--- src/rtl/irq_regbank_pkg.sv ---
package irq_regbank_pkg;
  typedef enum logic [1:0] {
    RSEL_NONE   = 2'd0,
    RSEL_STATUS = 2'd1,
    RSEL_MASK   = 2'd2
  } rsel_e;

  localparam int SRC_ID_MISS   = 0;
  localparam int SRC_ID_RDONLY = 1;
  localparam int SRC_SEG_RMISS = 2;
  localparam int SRC_SEG_WMISS = 3;
  localparam int SRC_SEG_ID    = 4;
  localparam int SRC_SEG_SEC   = 5;
endpackage

--- src/rtl/irq_status_reg.sv ---
module irq_status_reg #(
  parameter int NUM_SRC = 6
) (
  input  logic               clk,
  input  logic               rst,
  input  logic [NUM_SRC-1:0] evt_i,
  input  logic [NUM_SRC-1:0] clr_i,
  output logic [NUM_SRC-1:0] stat_o
);
  logic [NUM_SRC-1:0] stat_q;

  for (genvar g = 0; g < NUM_SRC; g++) begin : g_bit
    always_ff @(posedge clk) begin
      if (rst)             stat_q[g] <= 1'b0;
      else if (evt_i[g])   stat_q[g] <= 1'b1;
      else if (clr_i[g])   stat_q[g] <= 1'b0;
    end
  end

  assign stat_o = stat_q;

  AST_EVT_SETS: assert property (@(posedge clk) disable iff (rst)
    1'b1 |=> ((stat_q & $past(evt_i)) == $past(evt_i)));
  AST_W1C_CLEARS: assert property (@(posedge clk) disable iff (rst)
    1'b1 |=> ((stat_q & $past(clr_i & ~evt_i)) == '0));
  AST_STICKY: assert property (@(posedge clk) disable iff (rst)
    1'b1 |=> ((~stat_q & $past(stat_q) & ~$past(clr_i)) == '0));
endmodule

--- src/rtl/irq_mask_reg.sv ---
module irq_mask_reg #(
  parameter int NUM_SRC = 6
) (
  input  logic               clk,
  input  logic               rst,
  input  logic [NUM_SRC-1:0] en_i,
  input  logic [NUM_SRC-1:0] dis_i,
  output logic [NUM_SRC-1:0] mask_o
);
  logic [NUM_SRC-1:0] mask_q;

  always_ff @(posedge clk) begin
    if (rst) mask_q <= '1;
    else     mask_q <= (mask_q & ~en_i) | dis_i;
  end

  assign mask_o = mask_q;

  AST_EN_UNMASKS: assert property (@(posedge clk) disable iff (rst)
    1'b1 |=> ((mask_q & $past(en_i & ~dis_i)) == '0));
  AST_DIS_MASKS: assert property (@(posedge clk) disable iff (rst)
    1'b1 |=> ((~mask_q & $past(dis_i)) == '0));
  AST_MASK_HOLD: assert property (@(posedge clk) disable iff (rst)
    1'b1 |=> (((mask_q ^ $past(mask_q)) & ~$past(en_i | dis_i)) == '0));
endmodule

--- src/rtl/irq_read_port.sv ---
module irq_read_port
  import irq_regbank_pkg::*;
#(
  parameter int                NUM_SRC  = 6,
  parameter int                ADDR_W   = 8,
  parameter int                DATA_W   = 32,
  parameter logic [ADDR_W-1:0] OFS_STAT = 8'h10,
  parameter logic [ADDR_W-1:0] OFS_MASK = 8'h14
) (
  input  logic               clk,
  input  logic               rst,
  input  logic               rd_i,
  input  logic [ADDR_W-1:0]  addr_i,
  input  logic [NUM_SRC-1:0] stat_i,
  input  logic [NUM_SRC-1:0] mask_i,
  output logic [DATA_W-1:0]  rdata_o
);
  localparam int PAD_W = DATA_W - NUM_SRC;

  rsel_e              sel;
  logic [NUM_SRC-1:0] field;
  logic [DATA_W-1:0]  rdata_q;

  always_comb begin
    if (!rd_i)                  sel = RSEL_NONE;
    else if (addr_i == OFS_STAT) sel = RSEL_STATUS;
    else if (addr_i == OFS_MASK) sel = RSEL_MASK;
    else                         sel = RSEL_NONE;
  end

  always_comb begin
    case (sel)
      RSEL_STATUS: field = stat_i;
      RSEL_MASK:   field = mask_i;
      default:     field = '0;
    endcase
  end

  always_ff @(posedge clk) begin
    if (rst) rdata_q <= '0;
    else     rdata_q <= {{PAD_W{1'b0}}, field};
  end

  assign rdata_o = rdata_q;

  AST_IDLE_ZERO: assert property (@(posedge clk) disable iff (rst)
    !rd_i |=> (rdata_q == '0));
  AST_UPPER_ZERO: assert property (@(posedge clk) disable iff (rst)
    rdata_q[DATA_W-1:NUM_SRC] == '0);
  AST_MASK_READBACK: assert property (@(posedge clk) disable iff (rst)
    (rd_i && addr_i == OFS_MASK) |=> (rdata_q[NUM_SRC-1:0] == $past(mask_i)));
endmodule

--- src/rtl/irq_regbank.sv ---
module irq_regbank
  import irq_regbank_pkg::*;
#(
  parameter int                NUM_SRC  = 6,
  parameter int                ADDR_W   = 8,
  parameter int                DATA_W   = 32,
  parameter logic [ADDR_W-1:0] OFS_STAT = 8'h10,
  parameter logic [ADDR_W-1:0] OFS_MASK = 8'h14,
  parameter logic [ADDR_W-1:0] OFS_EN   = 8'h18,
  parameter logic [ADDR_W-1:0] OFS_DIS  = 8'h1C
) (
  input  logic               clk,
  input  logic               rst,
  input  logic [ADDR_W-1:0]  bus_addr,
  input  logic               bus_wr,
  input  logic [DATA_W-1:0]  bus_wdata,
  input  logic               bus_rd,
  output logic [DATA_W-1:0]  bus_rdata,
  input  logic [NUM_SRC-1:0] err_evt,
  output logic               irq
);
  logic [NUM_SRC-1:0] wbits;
  logic [NUM_SRC-1:0] stat_clr, mask_en, mask_dis;
  logic [NUM_SRC-1:0] stat_q, mask_q;
  logic               irq_q;
  logic               unused_wdata_hi;

  assign wbits           = bus_wdata[NUM_SRC-1:0];
  assign unused_wdata_hi = ^bus_wdata[DATA_W-1:NUM_SRC];

  assign stat_clr = (bus_wr && bus_addr == OFS_STAT) ? wbits : '0;
  assign mask_en  = (bus_wr && bus_addr == OFS_EN)   ? wbits : '0;
  assign mask_dis = (bus_wr && bus_addr == OFS_DIS)  ? wbits : '0;

  irq_status_reg #(.NUM_SRC(NUM_SRC)) u_status (
    .clk    (clk),
    .rst    (rst),
    .evt_i  (err_evt),
    .clr_i  (stat_clr),
    .stat_o (stat_q)
  );

  irq_mask_reg #(.NUM_SRC(NUM_SRC)) u_mask (
    .clk    (clk),
    .rst    (rst),
    .en_i   (mask_en),
    .dis_i  (mask_dis),
    .mask_o (mask_q)
  );

  irq_read_port #(
    .NUM_SRC  (NUM_SRC),
    .ADDR_W   (ADDR_W),
    .DATA_W   (DATA_W),
    .OFS_STAT (OFS_STAT),
    .OFS_MASK (OFS_MASK)
  ) u_rd (
    .clk     (clk),
    .rst     (rst),
    .rd_i    (bus_rd),
    .addr_i  (bus_addr),
    .stat_i  (stat_q),
    .mask_i  (mask_q),
    .rdata_o (bus_rdata)
  );

  always_ff @(posedge clk) begin
    if (rst) irq_q <= 1'b0;
    else     irq_q <= |(stat_q & ~mask_q);
  end

  assign irq = irq_q;

  AST_IRQ_RAISE: assert property (@(posedge clk) disable iff (rst)
    (|(stat_q & ~mask_q)) |=> irq_q);
  AST_IRQ_CAUSE: assert property (@(posedge clk) disable iff (rst)
    irq_q |-> $past(|(stat_q & ~mask_q)));
  AST_NO_BUS_CLASH: assert property (@(posedge clk) disable iff (rst)
    !(bus_wr && bus_rd));
endmodule

--- config.mk ---
export PLATFORM = sky130hd
export DESIGN_NAME = irq_regbank
export DESIGN_NICKNAME = d
export VERILOG_FILES = /design/src/rtl/irq_regbank_pkg.sv /design/src/rtl/irq_status_reg.sv /design/src/rtl/irq_mask_reg.sv /design/src/rtl/irq_read_port.sv /design/src/rtl/irq_regbank.sv
export SDC_FILE = /design/constraint.sdc
export NUM_CORES = 1
export LEC_CHECK = 0
export BUFFER_PORTS_ARGS = -buffer_cell sky130_fd_sc_hd__buf_2
export CAP_MARGIN = 10
export CELL_PAD_IN_SITES_DETAIL_PLACEMENT = 2
export CELL_PAD_IN_SITES_GLOBAL_PLACEMENT = 2
export CORE_MARGIN = 2
export CORE_UTILIZATION = 20
export CTS_BUF_LIST = sky130_fd_sc_hd__clkbuf_2
export DETAILED_ROUTE_END_ITERATION = 7
export HOLD_SLACK_MARGIN = 0.05
export PLACE_DENSITY = 0.82
export SLEW_MARGIN = 30
export SYNTH_ARGS = -nofsm -noshare
export SYNTH_HDL_FRONTEND = slang
export SYNTH_SLANG_ARGS = --single-unit
--- constraint.sdc ---
create_clock -name clk -period 1.38 [get_ports clk]
set_clock_uncertainty 0.15 [all_clocks]
set_input_delay 0.138 -clock clk [delete_from_list [all_inputs] [get_ports clk]]
set_output_delay 0.138 -clock clk [all_outputs]
set_load 0.03 [all_outputs]
; ---- Word-level counts from Yosys, hierarchy flattened
; Cells that the tools add are included.
[word_totals]
ff_bits = 45
[op_classes]
n_reduce_logical = 10
n_bitwise = 5
n_mux = 19
eq_ne = 6
[op_table]
columns = op, n
row1 = "8-bit by 5-bit equality test with 1-bit output, second input constant", 4
row2 = 6-bit two-way mux, 3
row3 = 6-bit bitwise AND, 2
row4 = 1-bit two-way mux, 12
row5 = 6-bit inverter, 2
row6 = 6-bit case mux with 2 select lines, 1
row7 = 2-bit nonzero test, 6
row8 = 2-bit two-way mux, 3
row9 = 6-bit bitwise OR, 1
row10 = 6-bit OR reduction, 1
row11 = 1-bit logical AND, 3
row12 = "2-bit by 1-bit equality test with 1-bit output, second input constant", 1
row13 = "2-bit equality test, second input constant", 1

; ---- Logic depth before layout (Yosys ltp)
[logic_depth]
word_depth = 6
depth_mapped = 5
mapped_depth_nobuf = 3

; ---- Cells and area by module
; Synthesis repeated with hierarchy kept, for this count alone.
[unflattened]
cells_unflattened = 132
hier_area_um2 = 1167.4
[modules_own_cells]
columns = module, area_each_um2, cells_each, seq_area_each_um2, instances
row1 = irq_read_port, 449.2, 50, 120.1, 1
row2 = irq_regbank, 267.8, 34, 20.0, 1
row3 = irq_status_reg, 255.2, 24, 120.1, 1
row4 = irq_mask_reg, 195.2, 24, 120.1, 1

; ---- Worst setup path before layout
; OpenSTA, ideal clock, no wires.
[synth_timing]
path_kind = input-to-reg
from = input bus_addr[7]
to = register u_status.stat_q[0], in the netlist u_status.stat_o[0]
required_ps = 1097
setup_ps = 133
arrival_time_ps = 971
stages = 4
setup_slack_ps = 125
path_buffers = 1
cell_sequence = nor4b_4 -> and4_1 -> buf_2 -> a311oi_1
[synth_between]
elab_chain_cells = 4
[synth_lines]
columns = element, line_no
row1 = "start, declared", irq_regbank.sv:14  ; input logic [ADDR_W-1:0] bus_addr,
row2 = 8-bit by 5-bit equality test with 1-bit output, irq_regbank.sv:31  ; assign stat_clr = (bus_wr && bus_addr == OFS_STAT) ? wbits : '0;
row3 = 1-bit logical AND, irq_regbank.sv:31
row4 = 6-bit two-way mux, irq_regbank.sv:31
row5 = 2-bit nonzero test (no line), -
row6 = "end signal, assigned by index", irq_status_reg.sv:14  ; if (rst) stat_q[g] <= 1'b0;
row7 = "end signal, assigned by index", irq_status_reg.sv:15  ; else if (evt_i[g]) stat_q[g] <= 1'b1;
row8 = "end signal, assigned by index", irq_status_reg.sv:16  ; else if (clr_i[g]) stat_q[g] <= 1'b0;
row9 = "end, declared", irq_status_reg.sv:10  ; logic [NUM_SRC-1:0] stat_q;
; No other way between the ends.
; A chain may end at the register's enable or synchronous reset.

==> impl_metrics.py <==
metrics = {
    "status": {
        "outcome": "completed",
    },
    "cts": {
        "path_clk_slew_ps": 210,
        "ctsLongestPathBuffers": 2,
        "clock_sinks": 19,
        "clk_latency_ps": 330,
        "numCtsBuffers": 3,
        "cts_tree": "done",
        "root_buffer": "clkbuf_2",
        "postCtsSetupBuffers": 0,
        "ctsHtreeMaxLevel": 1,
    },
    "timing": {
        "final.setup.tns_ps": 0,
        "rsz0062_at_grt": "no",
        "clock.fmax_mhz": 787,
        "slew_viol_final": 0,
        "hold_viol_final": 0,
        "setup_viol": 0,
        "period_share_pct": 92.1,
        "finalCriticalPeriod_ps": 1270,
    },
    "die": {
        "core_um2": 4790,
        "pin_count": 83,
        "fp.dieW_um": 75.1,
        "rows": 25,
        "fp.dieArea_um2": 5640,
        "start_util_pct": 21.1,
        "die_h_um": 75.1,
    },
    "hold_path": {
        "hold_start": "bus_addr[0]",
        "min-delay-path-class": "in -> reg",
        "hold-path-cell-count": 5,
        "holdPathEnd": "u_rd.rdata_o[4]",
    },
    "route": {
        "vias": 885,
        "drtPass1Iterations": 3,
        "drt_iter0_drc": 38,
        "wl_um": 2700,
        "avgViaCountPerCell": 3.85,
        "wl_per_cell_um": 11.7,
        "route.detailed.drc": 0,
        "final_antenna_net_count": 0,
    },
    "power_and_ir_drop": {
        "intPower_mw": 0.711,
        "pwr-share-clk_pct": 24.5,
        "p_per_area_nw_per_um2": 799,
        "seq_power_share_pct": 53.7,
        "pwr-share-comb_pct": 21.9,
        "cellLeakagePower_nw": 0.681,
        "switching_share_pct": 33.4,
        "switchingPower_mw": 0.356,
        "ir_drop_v": 0.000212,
    },
    "synth": {
        "synth_edf_count": 0,
        "async_reset_ff_share_pct": 0,
        "yosys.area.top_type": "dfxtp_1",
        "yosys_warnings": 0,
        "synth_area_leaders": "dfxtp_1 (38%), buf_4 (19%), mux2i_1 (12%)",
        "syn-mean-instance-area_um2": 8.95,
        "synthCells": 113,
        "ys_seq_area_share_pct": 37.6,
        "synthesis.area_um2": 1010,
        "post-synth-top-area-fraction_pct": 37.6,
        "ys_seq_elements": 19,
        "ys.flop_type": "dfxtp_1",
        "synth_cell_types": 19,
    },
    "final_layout": {
        "final_nets": 214,
        "antenna_cells": 0,
        "drive_gt1_share_pct": 26.4,
        "area.growth.synth_to_final_pct": 32.1,
        "final_area_um2": 1340,
    },
    "placed_design": {
        "io_buffers": 30,
        "gp_congestion": 0.784,
        "postPlaceCellArea_um2": 1170,
        "dp_hpwl_um": 2100,
    },
    "critical_path": {
        "ff2ff_setup_slack_ps": 140,
        "rr_worst_depth": 3,
        "rr_startpoint": "u_status.stat_o[4]",
        "crit_type": "in -> reg",
        "startpoint": "rst",
        "cp-start-kind": "primary input",
        "timing.rr.end": "irq",
        "crit_fanout": 15,
        "worst_setup_path_end_kind": "register",
        "worstPathRequired_ps": 1500,
        "crit_arrival_ps": 1390,
    },
    "grt": {
        "grt_overflow": 0,
        "grt_pass1_vias": 955,
        "grt_max_degree": 16,
        "antenna_found_initial": 0,
        "grt_pass1_wl_um": 4250,
        "track_usage_pct": 10.3,
    },
    "flow_run": {
        "max_cap_violations": 0,
    },
}
-- placed cells by master, fill, tap and decap left out --
master	netlist	layout
buf_2	1	30
conb_1	1	26
nor2_1	22	22
dfxtp_1	19	19
dlygate4sd3_1	0	14
mux2i_1	12	12
inv_1	7	7
a311oi_1	6	6
nand3_1	6	6
buf_4	26	6
nor2b_1	3	3
clkbuf_2	0	3
nand2b_1	2	2
nor4b_4	1	1
and4_1	1	1
and4bb_2	1	1
a2111oi_2	0	1
a31oi_1	1	1
nand4_1	1	1
clkinvlp_4	0	1
-- how the worst max path moves through the flow --
| stage | to | slack [ps] | cells after the start |
|---|---|---|---|
| 2_1_floorplan | u_status.stat_o[0] | 130 | 4 |
| 3_3_place_gp | irq | 60 | 3 |
| 3_5_place_dp | irq | 10 | 3 |
| 4_1_cts | irq | 50 | 3 |
| 5_1_grt | u_rd.rdata_o[1] | 20 | 6 |
| 6_report | u_rd.rdata_o[1] | 110 | 6 |
-- sequential cells by signal, summed over array words and instances (netlist names) --
| name | cells |
|---|---|
| irq | 1 |
| u_mask.mask_o | 6 |
| u_rd.rdata_o | 6 |
| u_status.stat_o | 6 |
-- power by group through the flow --
stage	Clock (mW)	Combinational, mW	Sequential, mW
5_1_grt	0.310	0.251	0.576
4_1_cts	0.286	0.233	0.573
2_1_floorplan	0	0.198	0.581
3_3_place_gp	0	0.197	0.583
6_report	0.261	0.233	0.572
3_5_place_dp	0	0.202	0.583
-- final cells by class --
type,count,area [µm²]
Timing Repair Buffer,50,335
Clock buffer,3,15.0
Inverter,7,26.3
Clock inverter,1,7.51
Multi-Input combinational cell,83,487
Sequential cell,19,380
Tap cell,67,83.8
Fill cell,566,3450
-- repair_timing --
action,4_1_cts,5_1_grt
resized for setup,1,1
cloned,0,0
setup endpoints to repair,1,1
hold endpoints to repair,19,0
hold buffers,14,0
-- per-stage QoR --
step / power (mW) / hold WS (ps) / instances / setup slack, ps / utilization [%]
final: 1.07 / 87.3 / 230 / 109 / 27.9
after global routing: 1.14 / 83.7 / 230 / 24.1 / 27.9
after CTS: 1.09 / 57.6 / 230 / 53.9 / 27.8
after detailed placement: 0.785 / 219 / 212 / 11.0 / 24.4
after global placement: 0.779 / 208 / 212 / 55.9 / 24.4
after floorplan: 0.779 / 103 / 138 / 125 / -
-- routing by layer --
metal,GRT usage (%),up-vias,part of all wire [%]
met3,2.68,2,7.0
met1,10.9,415,42
met5,0,-,0
met2,19.1,43,51
met4,4.17,0,0.63
li1,-,425,-
-- worst max-delay path, stage by stage --
cell	delay [ps]
dlygate4sd3_1	540
buf_2	220
nor2_1	120
nand4_1	100
buf_4	180
nor2_1	100
-- cells in the mapped netlist, drive strengths merged, types with 2 or more instances --
| master | number |
|---|---|
| nor2b | 3 |
| inv | 7 |
| dfxtp | 19 |
| nand3 | 6 |
| clkbuf | 2 |
| a311oi | 6 |
| nor2 | 22 |
| mux2i | 12 |
| nand2b | 2 |
| buf | 27 |
-- cells by family after synthesis --
family / synth area share, %
and+or+nand+nor: 19.3
buffers and inverters: 24.1
DFF: 37.6
muxes: 11.9
AOI/OAI and AO/OA: 6.68
other: 0.371
Note: power is estimated with default switching activity, not from simulation.
